**src/rtl/bds_pkg.sv**
```systemverilog
package bds_pkg;
  localparam int MIN_RULE = 3;

  typedef enum logic [2:0] {
    SLOT_RUN_DATA,
    SLOT_RUN_STUFF,
    SLOT_FIXED_DATA,
    SLOT_FIXED_STUFF,
    SLOT_MODE_STUFF,
    SLOT_RESTART
  } slot_e;
endpackage

```
**src/rtl/bds_classify.sv**
```systemverilog
module bds_classify
  import bds_pkg::*;
#(
  parameter int CNT_W = 3,
  parameter int LEN_W = 3
) (
  input  logic [CNT_W-1:0] cnt,
  input  logic [LEN_W-1:0] rule_len,
  input  logic             fixed_mode,
  input  logic             fixed_q,
  input  logic             rx_bit,
  input  logic             prev_bit,
  input  logic             err_en,
  output slot_e            kind,
  output logic             is_stuff,
  output logic             raise_err
);
  localparam logic [CNT_W-1:0] MIN_L = CNT_W'(MIN_RULE);

  logic [CNT_W-1:0] len_ext;
  logic [CNT_W-1:0] eff_len;
  logic             at_limit;

  always_comb begin
    len_ext  = CNT_W'(rule_len);
    eff_len  = (len_ext < MIN_L) ? MIN_L : len_ext;
    at_limit = (cnt >= eff_len);
  end

  always_comb begin
    if (fixed_mode && !fixed_q)      kind = SLOT_MODE_STUFF;
    else if (fixed_mode)             kind = at_limit ? SLOT_FIXED_STUFF : SLOT_FIXED_DATA;
    else if (fixed_q)                kind = SLOT_RESTART;
    else                             kind = at_limit ? SLOT_RUN_STUFF : SLOT_RUN_DATA;
  end

  always_comb begin
    is_stuff  = (kind == SLOT_RUN_STUFF) || (kind == SLOT_FIXED_STUFF) ||
                (kind == SLOT_MODE_STUFF);
    raise_err = is_stuff && err_en && (rx_bit == prev_bit);
  end
endmodule

```
**src/rtl/bds_counter.sv**
```systemverilog
module bds_counter
  import bds_pkg::*;
#(
  parameter int CNT_W = 3
) (
  input  logic             clk,
  input  logic             rst,
  input  logic             enable,
  input  logic             trig,
  input  logic             rx_bit,
  input  logic             fixed_mode,
  input  slot_e            kind,
  input  logic             raise_err,
  output logic [CNT_W-1:0] cnt_q,
  output logic             prev_q,
  output logic             fixed_q
);
  logic [CNT_W-1:0] cnt_nx;

  always_comb begin
    unique case (kind)
      SLOT_MODE_STUFF,
      SLOT_FIXED_STUFF: cnt_nx = '0;
      SLOT_FIXED_DATA:  cnt_nx = cnt_q + 1'b1;
      SLOT_RESTART:     cnt_nx = CNT_W'(1);
      SLOT_RUN_STUFF:   cnt_nx = CNT_W'(1);
      SLOT_RUN_DATA:    cnt_nx = ((cnt_q != '0) && (rx_bit == prev_q)) ?
                                 cnt_q + 1'b1 : CNT_W'(1);
      default:          cnt_nx = '0;
    endcase
    if (raise_err) cnt_nx = '0;
  end

  always_ff @(posedge clk) begin
    if (rst) begin
      cnt_q   <= '0;
      prev_q  <= 1'b1;
      fixed_q <= 1'b0;
    end else if (!enable) begin
      cnt_q   <= '0;
      fixed_q <= fixed_mode;
    end else if (trig) begin
      cnt_q   <= cnt_nx;
      prev_q  <= rx_bit;
      fixed_q <= fixed_mode;
    end
  end
endmodule

```
**src/rtl/bds_outreg.sv**
```systemverilog
module bds_outreg (
  input  logic clk,
  input  logic rst,
  input  logic enable,
  input  logic trig,
  input  logic rx_bit,
  input  logic is_stuff,
  input  logic raise_err,
  output logic data_q,
  output logic dst_q,
  output logic err_q
);
  always_ff @(posedge clk) begin
    if (rst) begin
      data_q <= 1'b1;
      dst_q  <= 1'b0;
      err_q  <= 1'b0;
    end else if (!enable) begin
      dst_q  <= 1'b0;
      err_q  <= 1'b0;
    end else if (trig) begin
      dst_q  <= is_stuff;
      err_q  <= raise_err;
      if (!is_stuff) data_q <= rx_bit;
    end
  end
endmodule

```
**src/rtl/bit_destuffer.sv**
```systemverilog
module bit_destuffer
  import bds_pkg::*;
#(
  parameter int CNT_W = 3,
  parameter int LEN_W = 3
) (
  input  logic             clk,
  input  logic             rst,
  input  logic             enable,
  input  logic             trig,
  input  logic             rx_bit,
  input  logic             fixed_mode,
  input  logic [LEN_W-1:0] rule_len,
  input  logic             err_en,
  output logic             data_out,
  output logic             destuffed,
  output logic             stuff_err,
  output logic [CNT_W-1:0] count
);
  slot_e            kind;
  logic             is_stuff;
  logic             raise_err;
  logic [CNT_W-1:0] cnt_q;
  logic             prev_q;
  logic             fixed_q;

  bds_classify #(.CNT_W(CNT_W), .LEN_W(LEN_W)) u_cls (
    .cnt(cnt_q), .rule_len(rule_len), .fixed_mode(fixed_mode), .fixed_q(fixed_q),
    .rx_bit(rx_bit), .prev_bit(prev_q), .err_en(err_en),
    .kind(kind), .is_stuff(is_stuff), .raise_err(raise_err)
  );

  bds_counter #(.CNT_W(CNT_W)) u_cnt (
    .clk(clk), .rst(rst), .enable(enable), .trig(trig), .rx_bit(rx_bit),
    .fixed_mode(fixed_mode), .kind(kind), .raise_err(raise_err),
    .cnt_q(cnt_q), .prev_q(prev_q), .fixed_q(fixed_q)
  );

  bds_outreg u_out (
    .clk(clk), .rst(rst), .enable(enable), .trig(trig), .rx_bit(rx_bit),
    .is_stuff(is_stuff), .raise_err(raise_err),
    .data_q(data_out), .dst_q(destuffed), .err_q(stuff_err)
  );

  assign count = cnt_q;
endmodule

```
**config.mk**
```make
export PLATFORM = sky130hd
export DESIGN_NAME = bit_destuffer
export DESIGN_NICKNAME = d
export VERILOG_FILES = /design/src/rtl/bds_pkg.sv /design/src/rtl/bds_classify.sv /design/src/rtl/bds_counter.sv /design/src/rtl/bds_outreg.sv /design/src/rtl/bit_destuffer.sv
export SDC_FILE = /design/constraint.sdc
export NUM_CORES = 1
export LEC_CHECK = 0
export ABC_AREA = 0
export BUFFER_PORTS_ARGS = -buffer_cell sky130_fd_sc_hd__buf_2
export CAP_MARGIN = 10
export CORE_MARGIN = 2
export CORE_UTILIZATION = 40
export CTS_CLUSTER_SIZE = 12
export DETAILED_ROUTE_END_ITERATION = 8
export GPL_ROUTABILITY_DRIVEN = 0
export PLACE_DENSITY = 0.63
export SYNTH_ARGS = -nofsm -noshare
export SYNTH_HDL_FRONTEND = slang
export SYNTH_SLANG_ARGS = --single-unit
export TNS_END_PERCENT = 10
```
**constraint.sdc**
```tcl
create_clock -name clk -period 2.7 [get_ports clk]
set_input_delay 0.675 -clock clk [delete_from_list [all_inputs] [get_ports clk]]
set_output_delay 0.675 -clock clk [all_outputs]
set_load 0.01 [all_outputs]
```
After elaboration in Yosys (flattened, before gate mapping)
Cells that the tools add are included.
- bits in registers: 8
- bits of input ports: 10
- output and inout bits: 6
- logic and storage cells: 42
- add/subtract/negate cells: 1
- magnitude comparators: 2
- eq/ne operators: 7
- multiplexer cells: 11
- bitwise gates (word level): 2
- reductions and logical operators: 13
- operators with widths (operator ; number):
    $mux W3 ; 6
    $pmux W3 S3 ; 1
    $eq A3 B2 Y1 const B ; 2
    $eq A3 B3 Y1 const B ; 2
    $logic_and A1 B1 Y1 ; 4
    $mux W1 ; 4
    $reduce_or A2 Y1 ; 2
    $add A3 B1 Y3 const B ; 1
    $eq A3 B1 Y1 const B ; 1
    $ge A3 B3 Y1 ; 1
    $logic_not A3 Y1 ; 1
    $lt A3 B2 Y1 const B ; 1
    $reduce_and A3 Y1 ; 1
    $reduce_bool A3 Y1 ; 1
    $logic_or A1 B1 Y1 ; 2
    $ne A2 B1 Y1 const B ; 1
    $not A1 Y1 ; 2
    $reduce_and A2 Y1 ; 1
    $eq A1 B1 Y1 ; 1
    $logic_not A1 Y1 ; 1

Depth between registers and ports, before layout
Gate-level depths: netlist of the first run.
- word-level depth: 13
- gate-level depth with buffers: 8
- gate-level depth less buffers: 8

Hierarchy
From an unflattened synthesis of the first run, not the netlist that was laid out.
- cells, all modules: 69
- area, all modules: 609.3 um2
- by module, submodules not included (module ; times used ; cells each ; area each (um2) ; sequential area each (um2)):
    bds_counter ; 1 ; 35 ; 326.6 ; 100.1
    bds_classify ; 1 ; 22 ; 163.9 ; 0.0
    bds_outreg ; 1 ; 12 ; 118.9 ; 60.1

Worst setup path before layout of the first run
OpenSTA, ideal clock, no wires.
- kind: input to register
- from: input rule_len[0]
- to: register u_out.data_q
- library setup time: 0.122 ns
- data arrival time: 2.226 ns
- setup slack: 0.352 ns
- stages: 7
- buffers on the path: 0
- path through: nand2b_1 -> ha_1 -> nor2b_4 -> o211ai_2 -> and3_4 -> or3_1 -> a221o_1
- cells in the longest elaborated chain, start to end: 12
- elaborated cells between the ends (all ways): 15
- ends and longest elaborated chain (what ; RTL line ; text):
    from (decl) ; bit_destuffer.sv:13 ; input logic [LEN_W-1:0] rule_len,
    $lt A3 B2 Y1 ; bds_classify.sv:26 ; eff_len = (len_ext < MIN_L) ? MIN_L : len_ext;
    $mux W3 * ; bds_classify.sv:26 ;
    $ge A3 B3 Y1 * ; bds_classify.sv:27 ; at_limit = (cnt >= eff_len);
    $mux W1 ; bds_classify.sv:32, bds_classify.sv:34 ;
    $mux W3 ; bds_classify.sv:33 ; else if (fixed_q) kind = SLOT_RESTART;
    $mux W3 * ; bds_classify.sv:32 ; else if (fixed_mode) kind = at_limit ? SLOT_FIXED_STUFF : SLOT_FIXED_DATA;
    $mux W3 * ; bds_classify.sv:31 ; if (fixed_mode && !fixed_q) kind = SLOT_MODE_STUFF;
    $eq A3 B1 Y1 / $eq A3 B2 Y1 (equally long branches) ; bds_classify.sv:38 ; is_stuff = (kind == SLOT_RUN_STUFF) || (kind == SLOT_FIXED_STUFF) ||
    $logic_or A1 B1 Y1 ; bds_classify.sv:38 ;
    $logic_or A1 B1 Y1 * ; bds_classify.sv:38 ;
    $not A1 Y1 (no source line) * ; n/a ;
    $reduce_and A3 Y1 (no source line) * ; n/a ;
    to (signal assigned) ; bds_outreg.sv:24 ; if (!is_stuff) data_q <= rx_bit;
    to (decl) ; bds_outreg.sv:9 ; output logic data_q,
Mark *: on every way between the ends. The rest lies on a longest branch, timed or not.
A chain may end at the register's enable or synchronous reset.

Worst setup path in the final report of the first run
Same ends and word-level chain as after synthesis.

==> results of run 1 <==
-- cell families after synthesis --
kind of cell	synth area share
and+or+nand+nor	0.250
AOI/OAI and AO/OA	0.287
buffers and inverters	0.0485
DFF	0.259
adders and majority gates	0.141
xor gates and xnor gates	0.0141
-- critical path: stages --
cell	delay, ns
buf_2	0.09
nand2b_1	0.13
ha_1	0.31
nor2b_4	0.14
o211ai_2	0.13
and3_4	0.21
or3_1	0.36
a221o_1	0.34
-- cell type report --
| type | count | area (um2) | share of cell area |
|---|---|---|---|
| multi-input cells | 62 | 429 | 0.585 |
| flip-flops and latches | 8 | 160 | 0.218 |
| repair buffers | 15 | 75.1 | 0.102 |
| inverters | 7 | 26.3 | 0.0358 |
| clock buffers | 3 | 22.5 | 0.0307 |
| well taps | 16 | 20.0 | 0.0273 |
-- cell usage in the layout (no fill, tap or decap), drive strengths merged --
| cell type | netlist | final |
|---|---|---|
| and3 | 3 | 3 |
| o211ai | 2 | 2 |
| or3 | 1 | 1 |
| nor2b | 3 | 3 |
| a21oi | 7 | 7 |
| dfxtp | 8 | 8 |
| a211oi | 1 | 1 |
| o21ai | 4 | 4 |
| nand4 | 1 | 1 |
| nand2 | 9 | 9 |
| a21o | 1 | 1 |
| a221o | 1 | 1 |
| o2111ai | 2 | 2 |
| inv | 7 | 7 |
| a21boi | 1 | 1 |
| clkbuf | 1 | 3 |
| a311o | 1 | 1 |
| a41oi | 1 | 1 |
| buf | 0 | 15 |
| a31oi | 2 | 2 |
| nand2b | 4 | 4 |
| xnor2 | 1 | 1 |
| a311oi | 1 | 1 |
| a211o | 1 | 1 |
| ha | 7 | 7 |
| nand3 | 3 | 3 |
| nor2 | 5 | 5 |
-- per-stage QoR --
stage          area [um2]  std cells  power (uW)
2_1_floorplan         619         78         177
3_3_place_gp          711        108         199
3_5_place_dp          711        108         199
4_1_cts               733        111         292
5_1_grt               733        111         309
6_report              733        111         288
-- per-layer routing --
| metal | GRT usage | wire length (um) | up-vias |
|---|---|---|---|
| li1 | - | - | 318 |
| met3 | 0.0750 | 72 | 0 |
| met1 | 0.243 | 717 | 274 |
| met5 | 0 | 0 | - |
| met4 | 0.0364 | 0 | 0 |
| met2 | 0.248 | 576 | 13 |
-- power groups by stage --
stage | Combinational, uW | Clock, uW | Sequential (uW)
floorplan | 47.5 | 0 | 130
global placement | 69.4 | 0 | 130
detailed placement | 69.8 | 0 | 129
CTS | 69.9 | 94.8 | 127
global route | 79.6 | 102 | 128
finish | 70.1 | 91.1 | 127
-- worst max-delay path by stage --
stage	start	cells after the start	slack, ns	endpoint
5_1_grt	rule_len[2]	9	0.37	u_out.data_q
4_1_cts	rule_len[0]	8	0.47	u_out.data_q
6_report	rule_len[0]	8	0.46	u_out.data_q
3_3_place_gp	rule_len[0]	8	0.21	u_out.data_q
3_5_place_dp	rule_len[0]	8	0.19	u_out.data_q
2_1_floorplan	rule_len[0]	7	0.35	u_out.data_q
-- registers in the layout, summed over array words and instances (netlist names) --
name / cells
u_out.dst_q: 1
u_cnt.prev_q: 1
u_cnt.fixed_q: 1
u_cnt.cnt_q: 3
u_out.err_q: 1
u_out.data_q: 1
==> run summary, run 1 <==
DR iter-0 viols: 18
register bit total from synthesis: 8
nets: 114
setup bufs post-CTS: 0
pwr dens: 393 nW/um2
wire per inst: 12.3 um
PnR worst setup slack: 0.462 ns
status: complete, no violations
DRT Pass-1 Iters: 4
Avg Inst Size Synth: 7.94 um2
Max Cap Viol: 0
PostCTS Resize Cnt: 0
Yosys cell types: 31
post-synthesis async set-or-reset flop share: 0
CP Launch Type: input port
Vias: 605
Internal Power: 203 uW
wire length of the first global-routing pass: 2410 um
initial core utilization: 0.421
mapped cell area: 619 um2
Final Max Tran Viols: 0
Die Ht: 43.4 um
initial antenna violation count: 0
Synth top cells by count: nand2_1 (9), dfxtp_1 (8), ha_1 (7), inv_1 (7), a21oi_1 (6)
Syn Nets: 95
worst hold endpoint: u_out.err_q
Min-Delay Startpoint: u_out.err_q
register-to-register setup slack: 0.55 ns
Skew-Pair Late Insertion Delay: 0.25 ns
Pleak: 0.000345 uW
post-synth top area share: 0.259
biggest area consumer among synthesized cells: dfxtp_1
CTS Buf Count: 3
WHS Path Cells: 2
Filler cells: 164
DR vias/cell: 5.45
htree depth: 1
crit end category: flip-flop
Setup CP Type: input port to flip-flop
Crit Reg-Reg Endpoint: u_out.data_q
Synth Instances: 78
clock power share: 0.316
cts hold-fix bufs: 0
Reg2Reg Depth: 7
DIE AREA: 1880 um2
clock buffer depth: 2
fin crit share: 0.829
CTS tree: built
Worst VDD drop: 0.264 mV
vias in the first global route: 557
worst hold margin: 0.458 ns
Net Sw Frac: 0.294
setup violators final: 0
num ports: 16
Worst Hold Class: flip-flop to flip-flop
Clock Skew: 0.00381 ns
Arr. time, crit path: 2.38 ns
worst r2r src: u_cnt.cnt_q[0]
largest net degree at the start of global routing: 10
drt drc: 0
antenna-violating nets left: 0
share of layout cells above drive strength 1: 0.232
RSZ-0062 raised after global routing: false
count leader, synth: nand2_1
PortBufs: 15
clock transition at the registers of the reported paths: 0.05 ns
Layout area overhead: 18.4%
critical path peak fanout: 4
Core Util, Final: 0.498
die width: 43.4 um
Flop pwr share: 0.441
dominant synthesized flop cell: dfxtp_1
max frequency: 0.447 GHz
number of synthesized flops with an enable pin: 0
Syn. warnings: 0
Max transition margin: 0.684
Final min period: 2.24 ns
# rows: 14
post-synthesis sequential area ratio: 0.259
Comb pwr share: 0.243
CTS root buffer: clkbuf_4
GRT overflow: 0
top cells by area, synth: dfxtp_1 (26%), ha_1 (14%), nand2_1 (5.5%)
Tightest Pin Transition: 0.471 ns
hpwl dp: 1070 um
final wirelength: 1370 um
Worst EP required: 2.84 ns
clock sinks: 8
Fin Setup TNS: 0 ns
Core ar.: 1470 um2
Global Route Usage Sum: 0.173
Sw Pwr: 84.9 uW
antenna cells: 0
pre-CTS setup slack: 0.195 ns
Hold Vio Cnt, Final: 0
(Power assumes the default switching activity.)
==> run 2, diff against run 1 <==
PLACE_DENSITY = 0.66   (was 0.63)
clock period = 1.9 ns   (was 2.7 ns; I/O delays follow)
==> run summary, run 2 (synthesis gave the netlist of run 1 again) <==
status: complete, no violations (unchanged)
RSZ-0062 raised after global routing: true (was false)
clock buffer depth: 2 (unchanged)
drt drc: 0 (unchanged)
Pleak: 0.000393 uW (was 0.000345 uW)
final wirelength: 1560 um (was 1370 um)
max frequency: 0.535 GHz
Reg with most FFs: u_cnt.cnt_q (unchanged)
Worst VDD drop: 0.312 mV (was 0.264 mV)
Hold Vio Cnt, Final: 0 (unchanged)
Worst EP required: 2.05 ns (was 2.84 ns)
Arr. time, crit path: 2.02 ns (was 2.38 ns)
crit end category: flip-flop (unchanged)
setup violators final: 0 (unchanged)
worst hold margin: 0.412 ns (was 0.458 ns)
Vias: 660 (was 605)
wire length of the first global-routing pass: 2790 um (was 2410 um)
antenna-violating nets left: 0 (unchanged)
Worst Hold Class: input port to flip-flop (was flip-flop to flip-flop)
die width: 43.4 um (unchanged)
setup bufs post-CTS: 0 (unchanged)
antenna cells: 0 (unchanged)
Setup CP Type: input port to flip-flop (unchanged)
DRT Pass-1 Iters: 4 (unchanged)
initial antenna violation count: 0 (unchanged)
max reg flops: 3 (unchanged)
Skew-Pair Late Insertion Delay: 0.26 ns (was 0.25 ns)
Final min period: 1.87 ns
most common library cell in the layout ignoring fill and taps: buf_2 (unchanged)
critical path peak fanout: 3 (was 4)
pwr dens: 527 nW/um2 (was 393 nW/um2)
Tightest Pin Transition: 0.491 ns (was 0.471 ns)
hpwl dp: 1240 um (was 1070 um)
cts hold-fix bufs: 0 (unchanged)
Layout area overhead: 35.2% (was 18.4%)
PnR worst setup slack: 0.0303 ns (was 0.462 ns)
CP startpoint: rule_len[2] (was rule_len[0])
wire per inst: 13.1 um (was 12.3 um)
clock sinks: 8 (unchanged)
Max transition margin: 0.670 (was 0.684)
fin crit share: 0.984
Min-Delay Startpoint: rst (was u_out.err_q)
DR vias/cell: 5.55 (was 5.45)
htree depth: 1 (unchanged)
nets: 122 (was 114)
CTS root buffer: clkbuf_4 (unchanged)
Filler cells: 140 (was 164)
largest net degree at the start of global routing: 10 (unchanged)
CTS tree: built (unchanged)
clock transition at the registers of the reported paths: 0.06 ns (was 0.05 ns)
DIE AREA: 1880 um2 (unchanged)
# rows: 14 (unchanged)
CTS Buf Count: 3 (unchanged)
most frequent cells in the layout: buf_2 (15), nand2_1 (8), buf_4 (8), dfxtp_1 (8) (was buf_2 (15), nand2_1 (9), dfxtp_1 (8))
PortBufs: 15 (unchanged)
Die Ht: 43.4 um (unchanged)
Core ar.: 1470 um2 (unchanged)
CP Launch Type: input port (unchanged)
vias in the first global route: 651 (was 557)
share of layout cells above drive strength 1: 0.359 (was 0.232)
worst r2r src: u_cnt.fixed_q (was u_cnt.cnt_q[0])
Global Route Usage Sum: 0.199 (was 0.173)
Final Max Tran Viols: 0 (unchanged)
pre-CTS setup slack: -0.225 ns (was 0.195 ns)
GRT overflow: 0 (unchanged)
num ports: 16 (unchanged)
initial core utilization: 0.421 (unchanged)
PostCTS Resize Cnt: 0 (unchanged)
Clock Skew: 0.0110 ns (was 0.00381 ns)
Max Cap Viol: 0 (unchanged)
DR iter-0 viols: 25 (was 18)
==> run 2: worst paths after layout <==
kind / end / slack [ns] / depth (start not counted)
min: u_cnt.fixed_q / 0.41 / 2
min reg2reg: u_out.err_q / 0.46 / 2
max: u_out.data_q / 0.03 / 9
max reg2reg: u_out.data_q / 0.08 / 5
==> run 2: per-layer routing <==
metal | GRT usage | vias up | part of all wire | routed length, um
met1 | 0.229 | 303 | 0.43 | 676
met4 | 0.0788 | 0 | 0.0096 | 15
li1 | - | 339 | - | -
met2 | 0.361 | 13 | 0.53 | 822
met5 | 0 | - | 0 | 0
met3 | 0.0375 | 5 | 0.026 | 41
==> run 2: final cells by class <==
class	instances	area, um2	share of cell area
Timing Repair Buffer	23	135	0.161
Tap cell	16	20.0	0.0239
Clock buffer	3	22.5	0.0269
Sequential cell	8	160	0.191
Multi-Input combinational cell	62	473	0.565
Inverter	7	26.3	0.0314
==> run 2: critical path: stages <==
cell and delay [ns]:
buf_2 0.12, inv_2 0.07, nor2_1 0.05, ha_1 0.21, a21oi_2 0.16, o211ai_2 0.14, and3_4 0.17, or3_1 0.31
a221o_1 0.31
==> run 2: power by group <==
group / switching (uW) / internal, uW
sequential: 4.83 / 175
combinational: 68.1 / 58.9
clock: 62.5 / 72.6
total: 135 / 306
==> run 2: per-stage QoR <==
step / area [um2] / util / instances / power [uW] / setup TNS (ns)
2_1_floorplan: 658 / - / 78 / 260 / -0.0569
3_3_place_gp: 810 / 0.550 / 116 / 305 / -0.471
3_5_place_dp: 810 / 0.550 / 116 / 308 / -0.616
4_1_cts: 832 / 0.565 / 119 / 447 / 0
5_1_grt: 837 / 0.569 / 119 / 467 / -0.0674
6_report: 837 / 0.569 / 119 / 441 / 0
